## src/rtl/asi_unit_pkg.sv

```systemverilog
package asi_unit_pkg;

  localparam int DATA_W = 64;

  typedef enum logic [1:0] {
    AK_FETCH = 2'd0,
    AK_DATA  = 2'd1,
    AK_ALT   = 2'd2,
    AK_PFALT = 2'd3
  } acc_kind_e;

  typedef enum logic [2:0] {
    SZ_BYTE  = 3'd0,
    SZ_HALF  = 3'd1,
    SZ_WORD  = 3'd2,
    SZ_XWORD = 3'd3,
    SZ_PAIR  = 3'd4
  } acc_size_e;

  // Reverse byte order over the access span; a pair reverses each word alone.
  function automatic logic [DATA_W-1:0] order_bytes(input logic [DATA_W-1:0] d,
                                                    input logic [2:0] sz);
    logic [DATA_W-1:0] r;
    r = d;
    case (sz)
      SZ_HALF: r[15:0] = {d[7:0], d[15:8]};
      SZ_WORD: for (int b = 0; b < 4; b++) r[8*b +: 8] = d[8*(3-b) +: 8];
      SZ_XWORD: for (int b = 0; b < 8; b++) r[8*b +: 8] = d[8*(7-b) +: 8];
      SZ_PAIR: for (int b = 0; b < 4; b++) begin
        r[8*b +: 8]      = d[8*(3-b) +: 8];
        r[32 + 8*b +: 8] = d[32 + 8*(3-b) +: 8];
      end
      default: r = d;
    endcase
    return r;
  endfunction

endpackage

```

## src/rtl/asi_pick.sv

```systemverilog
module asi_pick
  import asi_unit_pkg::*;
#(
  parameter int              ASI_W       = 8,
  parameter int              TL_W        = 3,
  parameter int              LE_BIT      = 3,
  parameter logic [ASI_W-1:0] PRIV_LIMIT = 'h80,
  parameter logic [ASI_W-1:0] ASI_PRI    = 'h80,
  parameter logic [ASI_W-1:0] ASI_PRI_LE = 'h88,
  parameter logic [ASI_W-1:0] ASI_NUC    = 'h04,
  parameter logic [ASI_W-1:0] ASI_NUC_LE = 'h0C,
  parameter bit              PREF_AS_NOP = 1'b1
) (
  input  acc_kind_e        kind,
  input  logic [TL_W-1:0]  tl,
  input  logic             cle,
  input  logic             priv,
  input  logic             imm_sel,
  input  logic [ASI_W-1:0] imm_asi,
  input  logic [ASI_W-1:0] asi_reg,
  output logic [ASI_W-1:0] asi,
  output logic             le,
  output logic             fault,
  output logic             nop,
  output logic             implicit_sel,
  output logic             priv_viol
);

  logic             at_tl0;
  logic             is_alt;
  logic [ASI_W-1:0] alt_asi;

  assign at_tl0       = (tl == '0);
  assign is_alt       = (kind == AK_ALT) || (kind == AK_PFALT);
  assign implicit_sel = !is_alt;
  assign alt_asi      = imm_sel ? asi_reg : imm_asi;

  always_comb begin
    asi = alt_asi;
    le  = alt_asi[LE_BIT];
    case (kind)
      AK_FETCH: begin
        asi = at_tl0 ? ASI_PRI : ASI_NUC;
        le  = 1'b0;
      end
      AK_DATA: begin
        if (at_tl0) asi = cle ? ASI_PRI_LE : ASI_PRI;
        else        asi = cle ? ASI_NUC_LE : ASI_NUC;
        le = cle;
      end
      default: ;
    endcase
  end

  assign priv_viol = is_alt && !priv && (alt_asi < PRIV_LIMIT);

  generate
    if (PREF_AS_NOP) begin : g_pf_nop
      assign fault = priv_viol && (kind != AK_PFALT);
      assign nop   = priv_viol && (kind == AK_PFALT);
    end else begin : g_pf_fault
      assign fault = priv_viol;
      assign nop   = 1'b0;
    end
  endgenerate

endmodule

```

## src/rtl/byte_order.sv

```systemverilog
module byte_order
  import asi_unit_pkg::*;
(
  input  logic              le,
  input  logic [2:0]        sz,
  input  logic [DATA_W-1:0] din,
  output logic [DATA_W-1:0] dout
);

  assign dout = le ? order_bytes(din, sz) : din;

endmodule

```

## src/rtl/asi_sel_swap.sv

```systemverilog
module asi_sel_swap
  import asi_unit_pkg::*;
#(
  parameter int              ASI_W       = 8,
  parameter int              TL_W        = 3,
  parameter int              LE_BIT      = 3,
  parameter logic [ASI_W-1:0] PRIV_LIMIT = 'h80,
  parameter logic [ASI_W-1:0] ASI_PRI    = 'h80,
  parameter logic [ASI_W-1:0] ASI_PRI_LE = 'h88,
  parameter logic [ASI_W-1:0] ASI_NUC    = 'h04,
  parameter logic [ASI_W-1:0] ASI_NUC_LE = 'h0C,
  parameter bit              PREF_AS_NOP = 1'b1
) (
  input  logic              clk,
  input  logic              rst_n,
  input  logic              i_vld,
  input  logic [1:0]        i_kind,
  input  logic [2:0]        i_size,
  input  logic [TL_W-1:0]   i_tl,
  input  logic              i_cle,
  input  logic              i_priv,
  input  logic              i_imm_sel,
  input  logic [ASI_W-1:0]  i_imm_asi,
  input  logic [ASI_W-1:0]  i_asi_reg,
  input  logic [DATA_W-1:0] i_st_data,
  input  logic [DATA_W-1:0] i_ld_data,
  output logic              o_vld,
  output logic [ASI_W-1:0]  o_asi,
  output logic              o_le,
  output logic              o_fault,
  output logic              o_nop,
  output logic [DATA_W-1:0] o_st_data,
  output logic [DATA_W-1:0] o_ld_data
);

  logic [ASI_W-1:0]  nx_asi;
  logic              nx_le;
  logic              nx_fault;
  logic              nx_nop;
  logic              implicit_sel;
  logic              priv_viol;
  logic [DATA_W-1:0] nx_st;
  logic [DATA_W-1:0] nx_ld;

  asi_pick #(
    .ASI_W(ASI_W), .TL_W(TL_W), .LE_BIT(LE_BIT), .PRIV_LIMIT(PRIV_LIMIT),
    .ASI_PRI(ASI_PRI), .ASI_PRI_LE(ASI_PRI_LE), .ASI_NUC(ASI_NUC),
    .ASI_NUC_LE(ASI_NUC_LE), .PREF_AS_NOP(PREF_AS_NOP)
  ) u_pick (
    .kind(acc_kind_e'(i_kind)), .tl(i_tl), .cle(i_cle), .priv(i_priv),
    .imm_sel(i_imm_sel), .imm_asi(i_imm_asi), .asi_reg(i_asi_reg),
    .asi(nx_asi), .le(nx_le), .fault(nx_fault), .nop(nx_nop),
    .implicit_sel(implicit_sel), .priv_viol(priv_viol)
  );

  byte_order u_st_order (.le(nx_le), .sz(i_size), .din(i_st_data), .dout(nx_st));
  byte_order u_ld_order (.le(nx_le), .sz(i_size), .din(i_ld_data), .dout(nx_ld));

  always_ff @(posedge clk) begin
    if (!rst_n) begin
      o_vld     <= 1'b0;
      o_asi     <= '0;
      o_le      <= 1'b0;
      o_fault   <= 1'b0;
      o_nop     <= 1'b0;
      o_st_data <= '0;
      o_ld_data <= '0;
    end else begin
      o_vld <= i_vld;
      if (i_vld) begin
        o_asi     <= nx_asi;
        o_le      <= nx_le;
        o_fault   <= nx_fault;
        o_nop     <= nx_nop;
        o_st_data <= nx_st;
        o_ld_data <= nx_ld;
      end
    end
  end

endmodule

```

## config.mk

```make
export PLATFORM = sky130hd
export DESIGN_NAME = asi_sel_swap
export DESIGN_NICKNAME = d
export VERILOG_FILES = /design/src/rtl/asi_unit_pkg.sv /design/src/rtl/asi_pick.sv /design/src/rtl/byte_order.sv /design/src/rtl/asi_sel_swap.sv
export SDC_FILE = /design/constraint.sdc
export NUM_CORES = 1
export LEC_CHECK = 0
export CORE_UTILIZATION = 45
export CTS_CLUSTER_DIAMETER = 50
export DETAILED_ROUTE_END_ITERATION = 8
export PLACE_DENSITY = 0.81
export SLEW_MARGIN = 20
export SYNTH_ARGS = -nofsm -noshare
export SYNTH_HDL_FRONTEND = slang
export SYNTH_SLANG_ARGS = --single-unit
```

## constraint.sdc

```tcl
create_clock -name clk -period 1.7 [get_ports clk]
set_input_delay 0.255 -clock clk [delete_from_list [all_inputs] [get_ports clk]]
set_output_delay 0.255 -clock clk [all_outputs]
set_load 0.005 [all_outputs]
```

==> qor.txt <==
hold violation total from the final report -> 0
clock share of power -> 0.378
worst-path maximum fanout -> 16
RSZ-0062 raised after global routing -> true
Final Total Pwr -> 10.1 mW
Clock Latency Late Sink -> 0.42 ns
CTS tree -> done
H-tree depth -> 4
max_slew headroom -> 0.591
worst setup path class -> input pin to flop
Final #Nets -> 1370
Crit path largest cell delay -> 0.46 ns
r2r worst-path depth -> 2
count of cell types in the netlist -> 46
Leak -> 4.83 nW
worst path cell trace -> clkdlybuf4s50_1 -> buf_4 -> inv_1 -> o21ai_4 -> buf_4 -> a21oi_1 -> a311o_1
post-synth top area cell -> dfxtp_1
residual DRC count -> 0
CTS buffer count -> 17
flops & latches, synth -> 139
Net Sw Power -> 2.84 mW
CP arrival -> 1.99 ns
Synth Area in XOR/XNOR -> 0.00425
switching share of total power -> 0.282
I/O pins -> 298
pin count of the biggest net entering global routing -> 79
share of cells above drive strength 1 -> 0.128
# rows -> 48
Peak Freq -> 0.594 GHz
core region area -> 0.0173 mm^2
Max Cap Viol -> 0
vias in the first global route -> 8920
drt wl/cell -> 25.0 um
Worst path top cell family by delay -> buffers and inverters
power density cells -> 816 mW/mm^2
peak supply drop -> 0.000749 V
drt pass-1 iters -> 7
most common cell after layout, fill and taps aside -> clkdlybuf4s50_1
clock skew -> 0 ns
post-synthesis mux area share -> 0.0521
Max Transition Viols Final -> 0
final period utilization -> 0.990
Worst-Margin Slew -> 0.612 ns
WHS Path Cells -> 3
ANT nets after route -> 0
placed inst area -> 0.0117 mm^2
cell-internal power -> 7.24 mW
Synth top area share -> 0.350
WP data required -> 2.01 ns
Synth Area in Compound Gates -> 0.425
most frequent cells in the layout -> clkdlybuf4s50_1 (291), dfxtp_1 (139), buf_4 (93)
DP HPWL -> 26.3 mm
CP Launch Type -> input pin
Clock transition at path regs -> 0.06 ns
initial antenna violation count -> 2
Mapped Area -> 0.00795 mm^2
cell area after layout -> 0.0124 mm^2
CP endpoint kind -> flop
worst hold path type -> input pin to flop
Buf+Inv Stages, Crit Path -> 4
Net Count, Synth -> 1057
critical path depth -> 7
synth warn -> 0
logic gate share of total power -> 0.261
DR iter-0 viols -> 1418
Worst path most repeated cell -> buf_4
Avg Cell Area, Syn -> 8.84 um^2
Die Wd -> 135 um
area delta synth->final -> 55.5%
Seq/Total Area, Yosys -> 0.350
Mapped Cells -> 899
simple-gate share of the synthesized area -> 0.0968
# port buffers -> 297
CTS root buf -> clkbuf_16
largest family of logic cells by synthesized area -> compound AO/OA/AOI/OAI gates
Die Ht -> 135 um
status -> completed
routed vias/inst -> 6.72
Area contributors post-synth -> dfxtp_1 (35%), a22o_1 (8.4%), o21ai_0 (5.4%)
routed wire length -> 36.3 mm
final setup violation count -> 0
Tmin final -> 1.68 ns
first-pass GRT wire length -> 53.8 mm
initial core utilization -> 0.460
area of the die -> 0.0182 mm^2
Adder-Cell Fraction of Synth Area -> 0
clock tree buffer depth -> 2
global route overflow -> 0
Num Clock Sinks -> 139
Slowest-stage cell, CP -> clkdlybuf4s50_1
vias post-DR -> 9741
sequential share of power -> 0.361
Placer Congestion -> 1.00
gr usage total -> 0.392
timing repair:
item                                    4_1_cts  5_1_grt
gates resized for setup                       2        6
gates cloned                                  1        0
endpoints found under the setup margin       27       89
buffers inserted                              0        2
hold buffers                                  0        0
layout make-up:
type                            count  area (um^2)
Clock buffer                       23          468
Clock inverter                      7          116
Sequential cell                   139         2780
Multi-Input combinational cell    640         4630
Tap cell                          225          282
Inverter                            5         18.8
Timing Repair Buffer              409         4060
Antenna cell                        2         5.00
Fill cell                        1328         4930
synthesized netlist by cell type (all sizes together):
| library cell | n |
|---|---|
| a311o | 32 |
| a21o | 1 |
| and3 | 58 |
| a22oi | 36 |
| nand4b | 1 |
| xor2 | 1 |
| a21oi | 58 |
| and2 | 1 |
| nand3b | 2 |
| o21a | 8 |
| a32oi | 38 |
| xnor2 | 2 |
| o22a | 1 |
| a22o | 76 |
| clkbuf | 68 |
| o2bb2ai | 41 |
| nor3b | 1 |
| o211ai | 3 |
| nand2b | 2 |
| nand3 | 32 |
| a221o | 26 |
| buf | 48 |
| nor3 | 1 |
| inv | 5 |
| o21ai | 93 |
| mux2 | 1 |
| mux2i | 39 |
| and3b | 1 |
| nor2 | 18 |
| nand2 | 25 |
| a31oi | 20 |
| dfxtp | 139 |
| a2bb2oi | 15 |
| a21boi | 6 |
flip-flops by register name (all words and copies together) (netlist names):
register,cells
o_ld_data,64
o_fault,1
o_vld,1
o_asi,8
o_nop,1
o_st_data,64
final timing paths:
check,from,to,slack [ns]
max,i_kind[1],o_ld_data[12]$_SDFFE_PN0P_,0.02
min,i_vld,o_ld_data[39]$_SDFFE_PN0P_,0.29
max reg2reg,o_st_data[25]$_SDFFE_PN0P_,o_st_data[25]$_SDFFE_PN0P_,0.80
min reg2reg,o_asi[7]$_SDFFE_PN0P_,o_asi[7]$_SDFFE_PN0P_,0.48
per-layer routing:
metal  vias to the layer above  global-route usage  wire length, um
li1                       4219                   -                -
met1                      4568               0.545            14600
met2                       826               0.557            15100
met3                       128               0.114             4930
met4                         0               0.172             1700
met5                         -                   0                0
power by group through the flow:
stage	Clock, mW	Sequential (mW)	Combinational [mW]
floorplan	0	3.69	0.992
finish	3.82	3.64	2.63
global placement	0	3.70	2.51
CTS	3.81	3.64	2.55
detailed placement	0	3.70	2.53
global route	3.93	3.66	2.75
kinds of logic (layout without fill, tap and decap cells):
group | Yosys count | count (layout)
buf+inv | 121 | 444
compound gates | 454 | 454
xor+xnor | 3 | 3
mux | 40 | 40
other cells | 0 | 2
simple gates | 142 | 143
flops | 139 | 139
metrics by stage:
| step | TNS, ns | setup slack [ns] | instances | utilization | hold WS [ns] |
|---|---|---|---|---|---|
| 6_report | 0 | 0.0178 | 1450 | 0.715 | 0.294 |
| 5_1_grt | -0.252 | -0.0322 | 1450 | 0.715 | 0.316 |
| 4_1_cts | 0 | 0.0145 | 1446 | 0.712 | 0.288 |
| 3_5_place_dp | -49.02 | -0.471 | 1415 | 0.678 | 0.467 |
| 3_3_place_gp | -47.48 | -0.434 | 1415 | 0.678 | 0.455 |
| 2_1_floorplan | 0 | 0.105 | 899 | - | 0.372 |
worst min-delay path: stages:
cell and delay [ns]:
buf_2 0.19, o21ai_0 0.18, a21oi_1 0.04
No activity file was read; power rests on OpenSTA's default activity.
